File: config.mk
export PLATFORM = sky130hd
export DESIGN_NAME = phy_linkup_seq
export DESIGN_NICKNAME = d
export VERILOG_FILES = /design/src/rtl/phy_linkup_pkg.sv /design/src/rtl/phy_linkup_adv.sv /design/src/rtl/phy_linkup_poll_ctr.sv /design/src/rtl/phy_linkup_seq.sv
export SDC_FILE = /design/constraint.sdc
export NUM_CORES = 1
export LEC_CHECK = 0
export BUFFER_PORTS_ARGS = -buffer_cell sky130_fd_sc_hd__buf_2
export CORE_UTILIZATION = 54
export CTS_CLUSTER_DIAMETER = 150
export DETAILED_ROUTE_END_ITERATION = 7
export PLACE_DENSITY = 0.8
export SYNTH_ARGS = -nofsm -noshare
export SYNTH_HDL_FRONTEND = slang
export SYNTH_HIERARCHICAL = 1
export SYNTH_SLANG_ARGS = --single-unit
File: constraint.sdc
create_clock -name clk -period 2.85 [get_ports clk]
set_clock_uncertainty 0.05 [all_clocks]
set_input_delay 0.1425 -clock clk [delete_from_list [all_inputs] [get_ports clk]]
set_output_delay 0.1425 -clock clk [all_outputs]
set_load 0.01 [all_outputs]
File: src/rtl/phy_linkup_pkg.sv
package phy_linkup_pkg;
  localparam int REG_W = 5;
  localparam int DAT_W = 16;

  localparam logic [REG_W-1:0] RA_CTRL = 5'd0;
  localparam logic [REG_W-1:0] RA_STAT = 5'd1;
  localparam logic [REG_W-1:0] RA_ADV  = 5'd4;
  localparam logic [REG_W-1:0] RA_OUT  = 5'd18;

  // control register bits
  localparam int CB_RESET   = 15;
  localparam int CB_SPEED   = 13;
  localparam int CB_ANEN    = 12;
  localparam int CB_ISO     = 10;
  localparam int CB_RESTART = 9;
  localparam int CB_DPLX    = 8;
  // status register bits
  localparam int SB_T4   = 15;
  localparam int SB_TXF  = 14;
  localparam int SB_TXH  = 13;
  localparam int SB_10F  = 12;
  localparam int SB_10H  = 11;
  localparam int SB_DONE = 5;
  localparam int SB_RFLT = 4;
  // advertisement bits
  localparam int AB_SEL = 0;
  localparam int AB_T4  = 9;
  localparam int AB_TXF = 8;
  localparam int AB_TXH = 7;
  localparam int AB_10F = 6;
  localparam int AB_10H = 5;
  // status-output register bits
  localparam int OB_SPD = 7;
  localparam int OB_DPX = 6;

  typedef enum logic [3:0] {
    S_IDLE, S_RST_WR, S_RST_WAIT, S_RST_RD, S_CTL_RD, S_CTL_WR,
    S_CAP_RD, S_ADV_WR, S_AN_WR, S_AN_WAIT, S_AN_RD, S_OUT_RD, S_FIX_WR
  } seq_state_t;
endpackage

File: src/rtl/phy_linkup_adv.sv
module phy_linkup_adv
  import phy_linkup_pkg::*;
(
  input  logic [DAT_W-1:0] stat,
  input  logic             allow_100,
  input  logic             allow_full,
  output logic [DAT_W-1:0] adv
);
  always_comb begin
    adv          = '0;
    adv[AB_SEL]  = 1'b1;
    adv[AB_T4]   = stat[SB_T4]  & allow_100;
    adv[AB_TXF]  = stat[SB_TXF] & allow_100 & allow_full;
    adv[AB_TXH]  = stat[SB_TXH] & allow_100;
    adv[AB_10F]  = stat[SB_10F] & allow_full;
    adv[AB_10H]  = stat[SB_10H];
  end
endmodule

File: src/rtl/phy_linkup_poll_ctr.sv
module phy_linkup_poll_ctr #(
  parameter int MAX = 50
) (
  input  logic clk,
  input  logic rst,
  input  logic clr,
  input  logic inc,
  output logic last
);
  localparam int CW = $clog2(MAX + 1);
  logic [CW-1:0] cnt;

  always_ff @(posedge clk) begin
    if (rst || clr) cnt <= '0;
    else if (inc)   cnt <= cnt + 1'b1;
  end

  assign last = (cnt == CW'(MAX - 1));
endmodule

File: src/rtl/phy_linkup_seq.sv
module phy_linkup_seq
  import phy_linkup_pkg::*;
#(
  parameter int POLL_MAX = 50
) (
  input  logic             clk,
  input  logic             rst,
  input  logic             start,
  input  logic             tick,
  input  logic             cfg_phy_reset,
  input  logic             cfg_aneg_en,
  input  logic             cfg_speed100,
  input  logic             cfg_full_duplex,
  output logic             cmd_valid,
  output logic             cmd_write,
  output logic [REG_W-1:0] cmd_reg,
  output logic [DAT_W-1:0] cmd_wdata,
  input  logic             cmd_done,
  input  logic [DAT_W-1:0] cmd_rdata,
  output logic             busy,
  output logic             done,
  output logic             timeout,
  output logic             reset_fail,
  output logic             remote_fault,
  output logic             link_speed100,
  output logic             link_full_duplex
);
  localparam logic [DAT_W-1:0] RST_WORD = DAT_W'(1) << CB_RESET;
  localparam logic [DAT_W-1:0] AN_WORD  = (DAT_W'(1) << CB_ANEN) | (DAT_W'(1) << CB_RESTART);
  localparam logic [DAT_W-1:0] ISO_MASK = ~(DAT_W'(1) << CB_ISO);

  seq_state_t       state;
  logic             an_q, s100_q, fd_q;
  logic [DAT_W-1:0] adv_word, fix_word;
  logic             poll_clr, poll_inc, poll_last;

  phy_linkup_adv u_adv (
    .stat(cmd_rdata), .allow_100(s100_q), .allow_full(fd_q), .adv(adv_word)
  );

  always_comb begin
    fix_word           = '0;
    fix_word[CB_SPEED] = s100_q;
    fix_word[CB_DPLX]  = fd_q;
    poll_clr = (state == S_IDLE) || (state == S_ADV_WR);
    poll_inc = cmd_done && (((state == S_RST_RD) && cmd_rdata[CB_RESET]) ||
                            ((state == S_AN_RD) && !cmd_rdata[SB_DONE]));
  end

  phy_linkup_poll_ctr #(.MAX(POLL_MAX)) u_poll (
    .clk(clk), .rst(rst), .clr(poll_clr), .inc(poll_inc), .last(poll_last)
  );

  always_ff @(posedge clk) begin
    if (rst) begin
      state <= S_IDLE;
      cmd_valid <= 1'b0; cmd_write <= 1'b0; cmd_reg <= '0; cmd_wdata <= '0;
      busy <= 1'b0; done <= 1'b0; timeout <= 1'b0; reset_fail <= 1'b0;
      remote_fault <= 1'b0; link_speed100 <= 1'b0; link_full_duplex <= 1'b0;
      an_q <= 1'b0; s100_q <= 1'b0; fd_q <= 1'b0;
    end else begin
      case (state)
        S_IDLE: if (start) begin
          busy <= 1'b1; done <= 1'b0; timeout <= 1'b0; reset_fail <= 1'b0;
          remote_fault <= 1'b0; link_speed100 <= 1'b0; link_full_duplex <= 1'b0;
          an_q <= cfg_aneg_en; s100_q <= cfg_speed100; fd_q <= cfg_full_duplex;
          cmd_valid <= 1'b1; cmd_reg <= RA_CTRL;
          if (cfg_phy_reset) begin
            cmd_write <= 1'b1; cmd_wdata <= RST_WORD; state <= S_RST_WR;
          end else begin
            cmd_write <= 1'b0; cmd_wdata <= '0; state <= S_CTL_RD;
          end
        end
        S_RST_WR: if (cmd_done) begin
          cmd_valid <= 1'b0; state <= S_RST_WAIT;
        end
        S_RST_WAIT: if (tick) begin
          cmd_valid <= 1'b1; cmd_write <= 1'b0; cmd_reg <= RA_CTRL; cmd_wdata <= '0;
          state <= S_RST_RD;
        end
        S_RST_RD: if (cmd_done) begin
          if (!cmd_rdata[CB_RESET]) begin
            cmd_write <= 1'b0; cmd_reg <= RA_CTRL; cmd_wdata <= '0; state <= S_CTL_RD;
          end else if (poll_last) begin
            reset_fail <= 1'b1; busy <= 1'b0; done <= 1'b1; cmd_valid <= 1'b0;
            state <= S_IDLE;
          end else begin
            cmd_valid <= 1'b0; state <= S_RST_WAIT;
          end
        end
        S_CTL_RD: if (cmd_done) begin
          cmd_write <= 1'b1; cmd_reg <= RA_CTRL; cmd_wdata <= cmd_rdata & ISO_MASK;
          state <= S_CTL_WR;
        end
        S_CTL_WR: if (cmd_done) begin
          if (an_q) begin
            cmd_write <= 1'b0; cmd_reg <= RA_STAT; cmd_wdata <= '0; state <= S_CAP_RD;
          end else begin
            cmd_write <= 1'b1; cmd_reg <= RA_CTRL; cmd_wdata <= fix_word; state <= S_FIX_WR;
          end
        end
        S_CAP_RD: if (cmd_done) begin
          cmd_write <= 1'b1; cmd_reg <= RA_ADV; cmd_wdata <= adv_word; state <= S_ADV_WR;
        end
        S_ADV_WR: if (cmd_done) begin
          cmd_write <= 1'b1; cmd_reg <= RA_CTRL; cmd_wdata <= AN_WORD; state <= S_AN_WR;
        end
        S_AN_WR: if (cmd_done) begin
          cmd_valid <= 1'b0; state <= S_AN_WAIT;
        end
        S_AN_WAIT: if (tick) begin
          cmd_valid <= 1'b1; cmd_write <= 1'b0; cmd_reg <= RA_STAT; cmd_wdata <= '0;
          state <= S_AN_RD;
        end
        S_AN_RD: if (cmd_done) begin
          remote_fault <= cmd_rdata[SB_RFLT];
          if (cmd_rdata[SB_DONE] || poll_last) begin
            timeout <= !cmd_rdata[SB_DONE];
            cmd_write <= 1'b0; cmd_reg <= RA_OUT; cmd_wdata <= '0; state <= S_OUT_RD;
          end else if (cmd_rdata[SB_RFLT]) begin
            cmd_write <= 1'b1; cmd_reg <= RA_CTRL; cmd_wdata <= AN_WORD; state <= S_AN_WR;
          end else begin
            cmd_valid <= 1'b0; state <= S_AN_WAIT;
          end
        end
        S_OUT_RD: if (cmd_done) begin
          link_speed100 <= cmd_rdata[OB_SPD]; link_full_duplex <= cmd_rdata[OB_DPX];
          busy <= 1'b0; done <= 1'b1; cmd_valid <= 1'b0; state <= S_IDLE;
        end
        S_FIX_WR: if (cmd_done) begin
          link_speed100 <= s100_q; link_full_duplex <= fd_q;
          busy <= 1'b0; done <= 1'b1; cmd_valid <= 1'b0; state <= S_IDLE;
        end
        default: state <= S_IDLE;
      endcase
    end
  end
endmodule

; ---- Word-level counts from Yosys, hierarchy flattened
; Index checks and enable logic that the tools add are counted.
; Widths: inputs -> output; s select.
[word_totals]
regBits = 43
latch_bits = 0
mem_bits_rw = 0
rom_bits = 0
in_bits = 25
wordCells = 181
mem_count = 0
[classes]
n_addsub = 1
mul = 0
n_div = 0
magnitude_cmp = 0
n_eq_ne = 38
n_shift = 0
muxes = 88
n_bitwise = 5
n_reduce_logical = 33
[ops]
columns = op, n
row1 = $mux 16, 12
row2 = $pmux 16 s8, 1
row3 = $mux 5, 11
row4 = $mux 4, 13
row5 = $pmux 4 s12, 1
row6 = $pmux 5 s8, 1
row7 = $ne 2x2->1 const B, 18
row8 = $mux 1, 35
row9 = $reduce_and 11->1, 2
row10 = $eq 4x4->1 const B, 5
row11 = $reduce_and 9->1, 2
row12 = $eq 4x3->1 const B, 4
row13 = $reduce_bool 8->1, 2
row14 = $mux 14, 1
row15 = $ne 2x1->1 const B, 6
row16 = $pmux 1 s3, 4
row17 = $reduce_and 12->1, 1
row18 = $eq 4x2->1 const B, 2
row19 = $reduce_and 4->1, 2
row20 = $add 6x1->6 const B, 1
row21 = $eq 6x6->1 const B, 1
row22 = $mux 3, 2
row23 = $pmux 1 s2, 3
row24 = $pmux 1 s6, 1
row25 = 20 further kinds, 34

; ---- Depth between registers and ports, before layout
[logic_depth]
word_depth = 5
ltp_mapped = 9

; ---- Cells and area by module
; Netlist, hierarchy kept.
[by_module_without_submodules]
columns = mod, n_inst, cells_each, area_per_inst_um2, seq_area_each_um2
row1 = phy_linkup_seq, 1, 266, 2073.2, 700.7
row2 = phy_linkup_poll_ctr, 1, 30, 275.3, 120.1
row3 = phy_linkup_adv, 1, 18, 125.1, 0.0

; ---- Worst setup path before layout
; No wires, ideal clock.
[synth_timing]
path_kind = reg-to-reg
start = register state[1]
end = register u_poll.cnt[5]
t_arrival_ns = 2.290
required_time_ns = 2.730
setup_slack_ns = 0.440
path_stages_with_launch = 9
n_path_buf = 2
cell_sequence = dfxtp_1 buf_2 buf_2 nor4bb_1 nand2b_1 a21oi_1 nand4_2 or3_1 a21oi_1
[synth_via]
elab_chain_len = 4
[synth_lines]
columns = element, line_no
row1 = from (decl), phy_linkup_seq.sv:32  ; seq_state_t state;
row2 = from (signal assigned), phy_linkup_seq.sv:56  ; state <= S_IDLE;
row3 = from (signal assigned), phy_linkup_seq.sv:69  ; cmd_write <= 1'b1; cmd_wdata <= RST_WORD; state <= S_RST_WR;
row4 = from (signal assigned), phy_linkup_seq.sv:71  ; cmd_write <= 1'b0; cmd_wdata <= '0; state <= S_CTL_RD;
row5 = $eq 4x2->1 or $eq 4x4->1 (tied branches), "phy_linkup_seq.sv:46, phy_linkup_seq.sv:47"
row6 = "$logic_and 1x1->1, on equally long branches", "phy_linkup_seq.sv:46, phy_linkup_seq.sv:47"
row7 = $logic_or 1x1->1 *, phy_linkup_seq.sv:46  ; poll_inc = cmd_done && (((state == S_RST_RD) && cmd_rdata[CB_RESET]) ||
row8 = $logic_and 1x1->1 *, phy_linkup_seq.sv:46
row9 = net poll_inc, phy_linkup_seq.sv:35  ; logic poll_clr, poll_inc, poll_last;
row10 = to (signal assigned), phy_linkup_poll_ctr.sv:15  ; else if (inc) cnt <= cnt + 1'b1;
row11 = to (decl), phy_linkup_poll_ctr.sv:11  ; logic [CW-1:0] cnt;
; Mark *: on every way through the listed nets, which the timed path passes. The rest lies on a longest branch.
; A chain may end at the register's enable or synchronous reset.

; ---- Worst setup path in the final report
[layout_timing]
start = register u_poll.cnt[1]
end = register cmd_wdata[12]
[layout_via]
elab_chain_len = 5
[layout_lines]
columns = element, line_no
row1 = $eq 6x6->1 *, phy_linkup_poll_ctr.sv:18  ; assign last = (cnt == CW'(MAX - 1));
row2 = net poll_last, phy_linkup_seq.sv:35
row3 = $logic_or 1x1->1 *, phy_linkup_seq.sv:117  ; if (cmd_rdata[SB_DONE] || poll_last) begin
row4 = $mux 16, phy_linkup_seq.sv:117
row5 = $mux 16, phy_linkup_seq.sv:115  ; S_AN_RD: if (cmd_done) begin
row6 = $pmux 16 s8, phy_linkup_seq.sv:62  ; case (state)
row7 = to (signal assigned), phy_linkup_seq.sv:69
row8 = to (signal assigned), phy_linkup_seq.sv:119  ; cmd_write <= 1'b0; cmd_reg <= RA_OUT; cmd_wdata <= '0; state <= S_OUT_RD;
row9 = to (signal assigned), phy_linkup_seq.sv:121  ; cmd_write <= 1'b1; cmd_reg <= RA_CTRL; cmd_wdata <= AN_WORD; state <= S_AN_WR;
row10 = to (decl), phy_linkup_seq.sv:17  ; output logic [DAT_W-1:0] cmd_wdata,
; Mark *: on every way through the listed nets, which the timed path passes. The rest lies on a longest branch. The select of a mux whose other input is x is not followed.

==> results.txt <==
status: finished clean
met3 Use GR: 6.10%
power per cell area: 907 nW/um^2
clk root buf: clkbuf_8
height of the die: 69.7 um
commonest cells in the netlist: a21oi_1 (43), dfxtp_1 (41), nor2_1 (24)
CP endpoint kind: flip-flop
met1 Track Usage GR: 32.7%
worst hold slack: 0.0216 ns
fmax: 403 MHz
met2 usage: 39.9%
Max Cap Viol: 0
critical path type: reg -> reg
Placed Instances: 404
cts bufs inserted: 5
LEAKAGE: 1.16 nW
setup violators final: 0
Final min period: 2.48 ns
Top Usage Layer GRT: met2
die width: 69.7 um
global-route wire length before repair: 9.81 mm
max FFs per register: 16
Nets: 386
Port Buf Inserts: 52
leading cell type by number of instances after synthesis: a21oi_1
Startpoint Class: flip-flop
number of flops mapped to enable cells by yosys: 0
CTS Hold Bufs: 0
Most flops, register: cmd_wdata
Flop pwr share: 31.8%
Starting Density: 56.4%
Relative slew margins: 55.2%
vias: 2,424
DR vias/cell: 5.88
Avg WL per Cell: 14.3 um
DP HPWL: 4.24 mm
Mapped Area: 2470 um^2
setup repair after global routing missed its margin: no
Max Root-Sink Buffers: 2
TritonCTS Sinks: 41
GRT Total Usage: 25.0%
Final Hold Vio Count: 0
area share of the largest cell type after synthesis: 33.2%
Finished Layout Cells: 412
biggest area consumer among synthesized cells: dfxtp_1
crit path DAT: 2.65 ns
clock power share: 18.5%
Comb pwr share: 49.6%
Post-synth ARST share: 0%
Synth Flop Type: dfxtp_1
Pre-antenna DRT Iters: 4
switching part of the total: 41.7%
Final Instance Area: 2860 um^2
average size of a mapped cell: 7.88 um^2
Worst-path clk slew: 0.08 ns
Core Box Area: 4380 um^2
period utilization: 87.1%
Ys Warns: 6
Worst Path Required: 3.01 ns
layout cells sized above 1: 24.7%
Synth cell types: 59
largest registers: cmd_wdata: 16 flops, u_poll/cnt: 6 flops, state: 4 flops
total global routing overflow: 0
DP Area: 2750 um^2
Post-DRT Antenna Nets: 0
Int Pwr: 1.51 mW
storage element area: 821 um^2
# Post-CTS Setup Buffers: 0
Worst Tran Pin Value: 0.671 ns
pre-CTS WS: 0.413 ns
area of the multi-input gates: 1460 um^2
Area Growth Syn to Fin: 15.7%
GP Congestion: 0.910
largest net degree at the start of global routing: 37
CTS resizes: 0
DRT iter0 DRCs: 131
Synth area leaders: dfxtp_1 (33%), a21oi_1 (8.7%), a211oi_1 (5.8%)
initial antenna violation count: 0
Max rail drop VDD: 0.336 mV
Synth Register Bits: 41
CTS tree: yes
setup TNS: 0 ns
worst hold path class: in -> reg
# DRC: 0
number of global-route vias before repair: 2,166
setup ws final: 0.366 ns
die area: 4860 um^2
NetSw: 1.08 mW
# rows: 24
# fillers: 382
diode count: 0
total I/O pin count: 55
Detailed Route WL: 5.91 mm
max-slew violation count: 0
Post-Syn Instances: 314
CP max FO: 15
Seq/Total Area, Yosys: 33.2%
number of H-tree levels: 2
Clock Latency Late Sink: 0.30 ns
[cells in the final DEF (no fill, tap or decap), types with 7 or more instances in the layout]
cell type   n
o21ai_0     9
a211oi_1   19
conb_1     12
nor2b_1     7
nor2_1     24
a21oi_1    43
buf_4      16
dfxtp_1    41
nor3_1     10
buf_2      52
a22oi_1    16
nand2_1    20
[worst max-delay path, cell delays in order, from the launching register on]
cell and delay, ns:
dfxtp_1 0.39, inv_1 0.07, ha_1 0.19, and4_1 0.28, or3_1 0.45, o221ai_1 0.45
nor2_2 0.08, buf_4 0.21, a311oi_1 0.21
[through the flow]
| step | util, % | total power [mW] |
|---|---|---|
| 4_1_cts | 65.3 | 2.59 |
| 3_5_place_dp | 62.6 | 2.11 |
| 3_3_place_gp | 62.6 | 2.08 |
| 5_1_grt | 65.3 | 2.77 |
| 2_1_floorplan | - | 1.79 |
| 6_report | 65.3 | 2.59 |
[layer usage]
layer,share of wire [%],up-vias
met2,46,82
met4,1.2,0
met5,0,-
met1,45,1119
met3,7.5,7
li1,-,1216
[final cells by class]
type	instances	area share (%)
flip-flops and latches	41	28.7
clock inverters	3	1.62
repair buffers	68	13.3
clock buffers	5	2.40
well taps	52	2.27
inverters	6	0.787
multi-input cells	237	50.9
[cells by family after synthesis]
kind of cell    Yosys count  share of synthesized area (%)
buf+inv                  45                           9.76
flops                    41                           33.2
xor+xnor                  4                           1.42
simple gates            108                           24.6
compound gates          107                           27.9
other cells               3                          0.455
mux                       4                           1.67
fa+ha+maj                 2                           1.01
[final timing paths]
path / from / to / slack (ns) / depth (start not counted)
worst min register to register: done$_SDFFE_PP0P_ / done$_SDFFE_PP0P_ / 0.41 / 2
worst max register to register: u_poll/cnt[1]$_SDFFE_PP0P_ / cmd_wdata[12]$_SDFFE_PP0P_ / 0.37 / 8
worst min-delay path: cfg_speed100 / s100_q$_SDFFE_PP0P_ / 0.02 / 3
worst max-delay path: u_poll/cnt[1]$_SDFFE_PP0P_ / cmd_wdata[12]$_SDFFE_PP0P_ / 0.37 / 8
[power by group through the flow]
| stage | Combinational [mW] | Sequential [mW] | Clock, mW |
|---|---|---|---|
| final | 1.29 | 0.826 | 0.481 |
| after detailed placement | 1.28 | 0.835 | 0 |
| after global routing | 1.42 | 0.845 | 0.506 |
| after floorplan | 0.984 | 0.810 | 0 |
| after global placement | 1.25 | 0.832 | 0 |
| after CTS | 1.28 | 0.824 | 0.485 |
No activity file was read; power rests on OpenSTA's default activity.
